File: src/rtl/i2c_rd_pkg.sv
package i2c_rd_pkg;

    typedef enum logic [2:0] {
        ST_IDLE,
        ST_RX,
        ST_ACK,
        ST_TX,
        ST_MACK
    } st_e;

    typedef enum logic [1:0] {
        PH_DEV,
        PH_AHI,
        PH_ALO,
        PH_XTRA
    } ph_e;

endpackage

File: src/rtl/i2c_rd_sync.sv
module i2c_rd_sync #(
    parameter int            WIDTH   = 2,
    parameter logic [WIDTH-1:0] RST_VAL = '1
) (
    input  logic             clk,
    input  logic             rst_n,
    input  logic [WIDTH-1:0] async_i,
    output logic [WIDTH-1:0] sync_o
);

    for (genvar g = 0; g < WIDTH; g++) begin : g_bit
        logic [1:0] ff_q;
        logic [1:0] ff_d;

        always_comb begin
            ff_d = {ff_q[0], async_i[g]};
        end

        always_ff @(posedge clk or negedge rst_n) begin
            if (!rst_n) ff_q <= {2{RST_VAL[g]}};
            else        ff_q <= ff_d;
        end

        assign sync_o[g] = ff_q[1];
    end

endmodule

File: src/rtl/i2c_rd_events.sv
module i2c_rd_events (
    input  logic clk,
    input  logic rst_n,
    input  logic scl_i,
    input  logic sda_i,
    output logic start_o,
    output logic stop_o,
    output logic rise_o,
    output logic fall_o
);

    logic scl_q, sda_q;
    logic scl_d, sda_d;

    always_comb begin
        scl_d = scl_i;
        sda_d = sda_i;
    end

    always_ff @(posedge clk or negedge rst_n) begin
        if (!rst_n) begin
            scl_q <= 1'b1;
            sda_q <= 1'b1;
        end else begin
            scl_q <= scl_d;
            sda_q <= sda_d;
        end
    end

    // SDA moving while SCL stays high marks a bus condition
    assign start_o = scl_i & scl_q & sda_q & ~sda_i;
    assign stop_o  = scl_i & scl_q & ~sda_q & sda_i;
    assign rise_o  = scl_i & ~scl_q;
    assign fall_o  = ~scl_i & scl_q;

endmodule

File: src/rtl/i2c_rd_addr_ctr.sv
module i2c_rd_addr_ctr #(
    parameter int ADDR_W = 9
) (
    input  logic              clk,
    input  logic              rst_n,
    input  logic              load_i,
    input  logic [ADDR_W-1:0] load_val_i,
    input  logic              inc_i,
    output logic [ADDR_W-1:0] addr_o
);

    logic [ADDR_W-1:0] cnt_q, cnt_d;

    always_comb begin
        cnt_d = cnt_q;
        if (load_i)     cnt_d = load_val_i;
        else if (inc_i) cnt_d = cnt_q + 1'b1;   // natural wrap at 2**ADDR_W
    end

    always_ff @(posedge clk or negedge rst_n) begin
        if (!rst_n) cnt_q <= '0;
        else        cnt_q <= cnt_d;
    end

    assign addr_o = cnt_q;

    // an increment moves the counter by exactly one, modulo the space
    assert_step_wrap_R8: assert property (@(posedge clk) disable iff (!rst_n)
        ($past(inc_i) && !$past(load_i)) |-> (cnt_q == ADDR_W'($past(cnt_q) + 1'b1)));

endmodule

File: src/rtl/i2c_rd_target.sv
module i2c_rd_target
    import i2c_rd_pkg::*;
#(
    parameter logic [6:0] TARGET_ADDR = 7'h5B,
    parameter int         ADDR_W      = 9
) (
    input  logic              clk,
    input  logic              rst_n,
    input  logic              scl_i,
    input  logic              sda_i,
    output logic              sda_pull_o,
    output logic [ADDR_W-1:0] mem_addr_o,
    input  logic [7:0]        mem_data_i
);

    localparam logic [3:0] BITS_PER_BYTE = 4'd8;

    typedef struct packed {
        st_e               st;
        ph_e               ph;
        logic [3:0]        cnt;
        logic [7:0]        sh;
        logic              rw;
        logic              pull;
        logic [7:0]        ahi;
        logic [ADDR_W-1:0] wa;
        logic              pend;
        logic              mack;
    } regs_t;

    regs_t q, d;

    logic scl_s, sda_s;
    logic ev_start, ev_stop, ev_rise, ev_fall;
    logic ctr_load, ctr_inc;

    i2c_rd_sync #(.WIDTH(2), .RST_VAL(2'b11)) u_sync (
        .clk     (clk),
        .rst_n   (rst_n),
        .async_i ({scl_i, sda_i}),
        .sync_o  ({scl_s, sda_s})
    );

    i2c_rd_events u_events (
        .clk     (clk),
        .rst_n   (rst_n),
        .scl_i   (scl_s),
        .sda_i   (sda_s),
        .start_o (ev_start),
        .stop_o  (ev_stop),
        .rise_o  (ev_rise),
        .fall_o  (ev_fall)
    );

    i2c_rd_addr_ctr #(.ADDR_W(ADDR_W)) u_ctr (
        .clk        (clk),
        .rst_n      (rst_n),
        .load_i     (ctr_load),
        .load_val_i (q.wa),
        .inc_i      (ctr_inc),
        .addr_o     (mem_addr_o)
    );

    always_comb begin
        d        = q;
        ctr_load = 1'b0;
        ctr_inc  = 1'b0;

        if (ev_start) begin
            // a completed word address is committed by START or STOP alike
            ctr_load = q.pend;
            d.pend   = 1'b0;
            d.st     = ST_RX;
            d.ph     = PH_DEV;
            d.cnt    = '0;
            d.pull   = 1'b0;
        end else if (ev_stop) begin
            ctr_load = q.pend;
            d.pend   = 1'b0;
            d.st     = ST_IDLE;
            d.pull   = 1'b0;
        end else begin
            unique case (q.st)
                ST_IDLE: begin
                    d.pull = 1'b0;
                end

                ST_RX: begin
                    if (ev_rise && q.cnt != BITS_PER_BYTE) begin
                        d.sh  = {q.sh[6:0], sda_s};
                        d.cnt = q.cnt + 4'd1;
                    end else if (ev_fall && q.cnt == BITS_PER_BYTE) begin
                        d.cnt = '0;
                        unique case (q.ph)
                            PH_DEV: begin
                                if (q.sh[7:1] == TARGET_ADDR) begin
                                    d.rw   = q.sh[0];
                                    d.st   = ST_ACK;
                                    d.pull = 1'b1;
                                end else begin
                                    d.st   = ST_IDLE;
                                end
                            end
                            PH_AHI: begin
                                d.ahi  = q.sh;
                                d.st   = ST_ACK;
                                d.pull = 1'b1;
                            end
                            PH_ALO: begin
                                d.wa   = ADDR_W'({q.ahi, q.sh});
                                d.st   = ST_ACK;
                                d.pull = 1'b1;
                            end
                            default: begin
                                // bytes past the word address are not taken
                                d.st   = ST_IDLE;
                            end
                        endcase
                    end
                end

                ST_ACK: begin
                    if (ev_fall) begin
                        d.pull = 1'b0;
                        d.cnt  = '0;
                        unique case (q.ph)
                            PH_DEV: begin
                                if (q.rw) begin
                                    d.st   = ST_TX;
                                    d.sh   = mem_data_i;
                                    d.pull = ~mem_data_i[7];
                                end else begin
                                    d.st   = ST_RX;
                                    d.ph   = PH_AHI;
                                end
                            end
                            PH_AHI: begin
                                d.st = ST_RX;
                                d.ph = PH_ALO;
                            end
                            PH_ALO: begin
                                d.st   = ST_RX;
                                d.ph   = PH_XTRA;
                                d.pend = 1'b1;
                            end
                            default: begin
                                d.st   = ST_IDLE;
                            end
                        endcase
                    end
                end

                ST_TX: begin
                    if (ev_rise) begin
                        d.cnt = q.cnt + 4'd1;
                    end else if (ev_fall) begin
                        if (q.cnt == BITS_PER_BYTE) begin
                            d.st    = ST_MACK;
                            d.pull  = 1'b0;
                            ctr_inc = 1'b1;
                        end else begin
                            d.sh   = {q.sh[6:0], 1'b0};
                            d.pull = ~q.sh[6];
                        end
                    end
                end

                ST_MACK: begin
                    if (ev_rise) begin
                        d.mack = ~sda_s;
                    end else if (ev_fall) begin
                        d.cnt = '0;
                        if (q.mack) begin
                            d.st   = ST_TX;
                            d.sh   = mem_data_i;
                            d.pull = ~mem_data_i[7];
                        end else begin
                            d.st   = ST_IDLE;
                        end
                    end
                end

                default: begin
                    d.st   = ST_IDLE;
                    d.pull = 1'b0;
                end
            endcase
        end
    end

    always_ff @(posedge clk or negedge rst_n) begin
        if (!rst_n) begin
            q <= '{st: ST_IDLE, ph: PH_DEV, default: '0};
        end else begin
            q <= d;
        end
    end

    assign sda_pull_o = q.pull;

    // the SDA driver only moves after SCL was seen low
    assert_sda_scl_low_R10: assert property (@(posedge clk) disable iff (!rst_n)
        (q.pull != $past(q.pull)) |-> !$past(scl_s));

    // the waiting state never holds the line
    assert_idle_released_R1: assert property (@(posedge clk) disable iff (!rst_n)
        (q.st == ST_IDLE) |-> !sda_pull_o);

    // the master owns SDA during its acknowledge slot
    assert_mack_released_R9: assert property (@(posedge clk) disable iff (!rst_n)
        (q.st == ST_MACK) |-> !sda_pull_o);

    // a target-address byte still being received is never answered
    assert_rx_silent_R2: assert property (@(posedge clk) disable iff (!rst_n)
        (q.st == ST_RX) |-> !sda_pull_o);

endmodule

File: config.mk
export PLATFORM = sky130hd
export DESIGN_NAME = i2c_rd_target
export DESIGN_NICKNAME = d
export VERILOG_FILES = /design/src/rtl/i2c_rd_pkg.sv /design/src/rtl/i2c_rd_sync.sv /design/src/rtl/i2c_rd_events.sv /design/src/rtl/i2c_rd_addr_ctr.sv /design/src/rtl/i2c_rd_target.sv
export SDC_FILE = /design/constraint.sdc
export NUM_CORES = 1
export LEC_CHECK = 0
export BUFFER_PORTS_ARGS = -buffer_cell sky130_fd_sc_hd__buf_2
export CAP_MARGIN = 15
export CORE_MARGIN = 4
export CORE_UTILIZATION = 40
export CTS_CLUSTER_SIZE = 30
export DETAILED_ROUTE_END_ITERATION = 6
export PLACE_DENSITY_LB_ADDON = 0.1
export SYNTH_ARGS = -nofsm -noshare
export SYNTH_HDL_FRONTEND = slang
export SYNTH_SLANG_ARGS = --single-unit
export TNS_END_PERCENT = 20
File: constraint.sdc
create_clock -name clk -period 2.31 [get_ports clk]
set_input_delay 0.5775 -clock clk [delete_from_list [all_inputs] [get_ports clk]]
set_output_delay 0.5775 -clock clk [all_outputs]
set_load 0.03 [all_outputs]
---- Word-level counts from Yosys, hierarchy flattened ----
Index checks and enable logic that the tools add are counted.
word-level totals
  register bits ........................... 53
  input bits .............................. 12
  output and inout port bits .............. 10
  word-level logic and storage cells ...... 163
cells by class
  add/sub/neg operators ................... 2
  eq/ne operators ......................... 38
  muxes and demuxes ....................... 68
  bitwise operators ....................... 16
  reduce and logical (&&, ||, !) cells .... 24
operator list
  cell                                                            count
  8-bit 2-to-1 mux                                                8
  12-bit case mux with 4 select lines                             1
  4-bit != test (second input constant)                           11
  19-bit 2-to-1 mux                                               2
  9-bit 2-to-1 mux                                                4
  1-bit 2-to-1 mux                                                26
  12-bit 2-to-1 mux                                               2
  3-bit 2-to-1 mux                                                8
  2-bit != test (second input constant)                           10
  3-bit != test (second input constant)                           6
  17-bit 2-to-1 mux                                               1
  15-bit 2-to-1 mux                                               1
  3-bit case mux with 5 select lines                              1
  7-bit AND reduction                                             2
  13-bit AND reduction                                            1
  2-bit 2-to-1 mux                                                6
  4-bit 2-to-1 mux                                                3
  6-bit AND reduction                                             2
  10-bit AND reduction                                            1
  9-bit by 1-bit adder with 9-bit output (second input constant)  1
  1-bit NOT                                                       9
  9-bit AND reduction                                             1
  3-bit nonzero test                                              3
  4-bit nonzero test                                              2
  other kinds (26)                                                36

---- Depth between registers and ports, before layout ----
  depth in word-level cells ............... 9
  gate-level depth with buffers ........... 7
  depth with buffers taken out ............ 7

---- By module ----
Synthesis repeated with hierarchy kept, for this count alone.
second synthesis, totals
  cells, all modules ...................... 256
  area total of the unflattened synthesis .. 2715.1 um^2
modules (own cells, without submodules)
  module           instances  cells each  area each (um^2)  sequential area each (um^2)
  i2c_rd_target    1          188         1993.2            775.7
  i2c_rd_addr_ctr  1          56          514.2             225.2
  i2c_rd_sync      1          6           120.1             105.1
  i2c_rd_events    1          6           87.6              52.6

---- Worst setup path after synthesis ----
OpenSTA, ideal clock, no wires.
  path kind ............................... register to register
  from .................................... reg u_events.scl_q
  to ...................................... reg q[21] in the netlist's numbering
  setup time .............................. 0.125 ns
  arrival ................................. 1.985 ns
  data required time ...................... 2.185 ns
  setup slack ............................. 0.200 ns
  stages on the path, launching flop included .. 6
  path buffers ............................ 1
  period minus slack after synthesis ...... 2.110 ns
  cells stage by stage .................... dfstp_2 -> buf_4 -> nor2b_1 -> a21oi_1 -> a2111oi_4 -> mux2_2
between the ends
  cells in the longest elaborated chain, start to end .. 5
  elaborated cells on any way between the ends .. 18
  classes of those cells .................. 6 x eq/ne; 10 x bitwise; 2 x reduce/logical
ends and longest elaborated chain
  item                                                         RTL line                                                       RTL
  from (decl)                                                  i2c_rd_events.sv:12                                            logic scl_q, sda_q;
  from (signal assigned)                                       i2c_rd_events.sv:25                                            scl_q <= scl_d;
  1-bit bitwise AND or 1-bit NOT (tied branches)               i2c_rd_events.sv:31, i2c_rd_events.sv:32, i2c_rd_events.sv:33
  1-bit bitwise AND (on tied branches)                         i2c_rd_events.sv:32, i2c_rd_events.sv:31, i2c_rd_events.sv:33
  1-bit bitwise AND (tied with other cells)                    i2c_rd_events.sv:32                                            assign stop_o = scl_i & scl_q & ~sda_q & sda_i;
  1-bit NOT (no source line) or 2-bit != test (tied branches)  n/a
  13-bit AND reduction (no source line) *                      n/a
  to (signal assigned)                                         i2c_rd_target.sv:193                                           q <= '{st: ST_IDLE, ph: PH_DEV, default: '0};
  to (signal assigned)                                         i2c_rd_target.sv:195                                           q <= d;
  to (decl)                                                    i2c_rd_target.sv:31                                            regs_t q, d;
Mark *: on every way between the ends. The rest lies on a longest branch, timed or not.
A chain may end at the register's enable or synchronous reset.

---- Final worst setup path ----
  from .................................... reg q[29] in the netlist's numbering
  to ...................................... reg q[23] in the netlist's numbering
between the ends
  cells in the longest elaborated chain, start to end .. 4
  elaborated cells on any way between the ends .. 6
  classes of those cells .................. 4 x eq/ne; 2 x reduce/logical
ends and longest elaborated chain
  item                                     RTL line             RTL
  4-bit != test                            i2c_rd_target.sv:89  if (ev_rise && q.cnt != BITS_PER_BYTE) begin
  1-bit logical AND                        i2c_rd_target.sv:89
  2-bit != test (no source line)           n/a
  13-bit AND reduction (no source line) *  n/a
Marked as above.

==> flow_summary.ini <==
[clock_network]
root_buffer = clkbuf_8
path_clk_slew_ns = 0.09
cts_htree_levels = 2
cts_tree = built
cts.sinks = 46
clockBufferDepth = 2
postCtsHoldBufs = 0
clk_latency_ns = 0.31
cts-buffers-inserted = 5

[power]
p_per_area_mw_per_mm2 = 863
leakagePower_nw = 1.33
finalPower_mw = 2.52
vdd_ir_drop_max_uv = 437

[synth]
yosys-top-cells-area = dfrtp_1 (39%), mux2_2 (11%), dfstp_2 (6.2%)
synth_area_mm2 = 0.00255
ys_types = 53
synth.most_common_cell = dfrtp_1
synthTopCellsByCount = dfrtp_1 (40), mux2_2 (26), nand2_1 (25), nor2_1 (18), inv_1 (12)
synth_nets = 262
postSynthCellCount = 243
synth_edf_count = 0
ys_warn_count = 0
synth_top_cell_by_area = dfrtp_1
ys.flop_type = dfrtp_1
synth-seq-area-share_pct = 45.4
avgSynthCellArea_um2 = 10.5
synthArstFlopShare_pct = 100
netlist.area_leader.share_pct = 39.2
ys_seq_elements = 46

[timing]
setup_ws_ns = 0.169
tightest_slew_ns = 0.591
fmax_ghz = 0.467
finalCritPeriodShare_pct = 92.7
relSlewSlack_pct = 59.6
hold_viol = 0
setup-tns-final_ns = 0
holdWs_ns = 0.353
rsz0062_at_grt = no
setup_violations = 0
slew_viol_final = 0
post-route-min-period_ns = 2.14
clock_skew_ns = 0.00580

[layout]
design_area_mm2 = 0.00292
fin_util_pct = 48.2
final_cells = 356
area_growth_pct = 14.5
antennaDiodeCount = 0
nets = 299
layout-drive-gt1-share_pct = 29.9

[floorplan]
dieArea_mm2 = 0.00772
die_w_um = 87.9
die_height_um = 87.9
num_io_pins = 22
start_util_pct = 42.1
row_count = 28
coreArea_mm2 = 0.00606

[critical_path]
max_stage_delay_ns = 0.38
crit_path_start_kind = flop
worstPathArrival_ns = 2.34
path_max_fanout = 7
path_delay_family = compound AO/OA/AOI/OAI gates
cpMaxStageDelayCell = dfrtp_1
crit_chain = inv_1, ha_1, nand3b_1, a31oi_1, a2111oi_4, buf_4, mux2_2
crit_type = reg2reg
critPathBufInv = 2
crit_required_ns = 2.51
crit_path_end_kind = flop

[outcome]
outcome = complete, no violations

[grt]
globalRouteOverflowTotal = 0
grt_pass1_vias = 1922
grt_pass1_wl_um = 9710
grt.total_usage_pct = 16.6
grt_max_degree = 47
antenna_found_initial = 0

[drt]
first_iter_violations = 140
via_per_inst = 5.37
avgRoutedWirePerCell_um = 16.3
via_count = 1910
drc = 0
ant_nets = 0
first_pass_iters = 4
routed_wl_um = 5800

[placed_design]
dpl_cell_area_mm2 = 0.00281
globalplace.congestion = 0.852
dp_cells = 346
dp_hpwl_um = 4320
pre_cts_slack_ns = 0.0675
portBuffers = 21

[min_path]
hp-class = in2async

[run]
drv_cap = 0
[where the power goes]
group / switching (mW) / total [mW] / internal, mW
Clock: 0.293 / 0.507 / 0.214
Combinational: 0.443 / 0.899 / 0.456
Sequential: 0.168 / 1.11 / 0.947
Total: 0.903 / 2.52 / 1.62
[per-layer routing]
| layer | wire, um | vias up | track usage [%] |
|---|---|---|---|
| met3 | 187 | 6 | 3.48 |
| met2 | 2650 | 30 | 24.9 |
| li1 | - | 957 | - |
| met1 | 2880 | 917 | 23.9 |
| met5 | 0 | - | 0 |
| met4 | 81 | 0 | 5.58 |
[repair_timing]
action,in CTS,in global routing
endpoints found under the setup margin,0,9
gates resized for setup,0,1
setup buffers,0,2
[final cells by class]
type / count / area, um2
Fill cell: 593 / 3140
Clock inverter: 2 / 13.8
Tap cell: 75 / 93.8
Inverter: 12 / 45.0
Multi-Input combinational cell: 178 / 1310
Clock buffer: 6 / 72.6
Sequential cell: 46 / 1160
Timing Repair Buffer: 37 / 225
[cell families (layout without fill, tap and decap cells)]
logic type,after synthesis,after routing,share of synthesized area (%)
and+or+nand+nor,81,81,16.3
AOI/OAI and AO/OA,50,50,14.6
DFF,46,46,45.4
muxes,32,32,13.8
buffers and inverters,19,57,3.43
xor gates and xnor gates,8,8,3.04
adders and majority gates,7,7,3.43
[state kept, by name, indices dropped and copies added, names as in the netlist]
name	flops
u_events.scl_q	1
sda_pull_o	1
u_events.sda_q	1
u_ctr.addr_o	9
u_sync.g_bit.ff_q	4
q	30
[final timing paths]
| check | startpoint | endpoint | slack, ns | cells past startpoint |
|---|---|---|---|---|
| max | q[29]$_DFFE_PN0P_ | q[23]$_DFFE_PN0P_ | 0.17 | 7 |
| min | rst_n | u_ctr.addr_o[4]$_DFFE_PN0P_ | 0.35 | 2 |
| max reg2reg | q[29]$_DFFE_PN0P_ | q[23]$_DFFE_PN0P_ | 0.17 | 7 |
| min reg2reg | u_sync.g_bit[0].ff_q[0]$_DFF_PN1_ | u_sync.g_bit[0].ff_q[1]$_DFF_PN1_ | 0.36 | 0 |
| max in group asynchronous | rst_n | q[0]$_DFFE_PN0P_ | 1.56 | 2 |
| min in group clk | sda_i | u_sync.g_bit[0].ff_q[0]$_DFF_PN1_ | 0.36 | 1 |
[placed cells by master, fill, tap and decap left out, types with 6 or more instances in the layout]
master and instances:
a21oi_1 8, buf_2 21, buf_4 16, dfrtp_1 40, dfstp_2 6, ha_1 7, inv_1 12, mux2_2 26
mux2i_1 6, nand2_1 25, nand2b_1 6, nor2_1 18, o21ai_0 11, xor2_1 6
No activity file was read; power rests on OpenSTA's default activity.
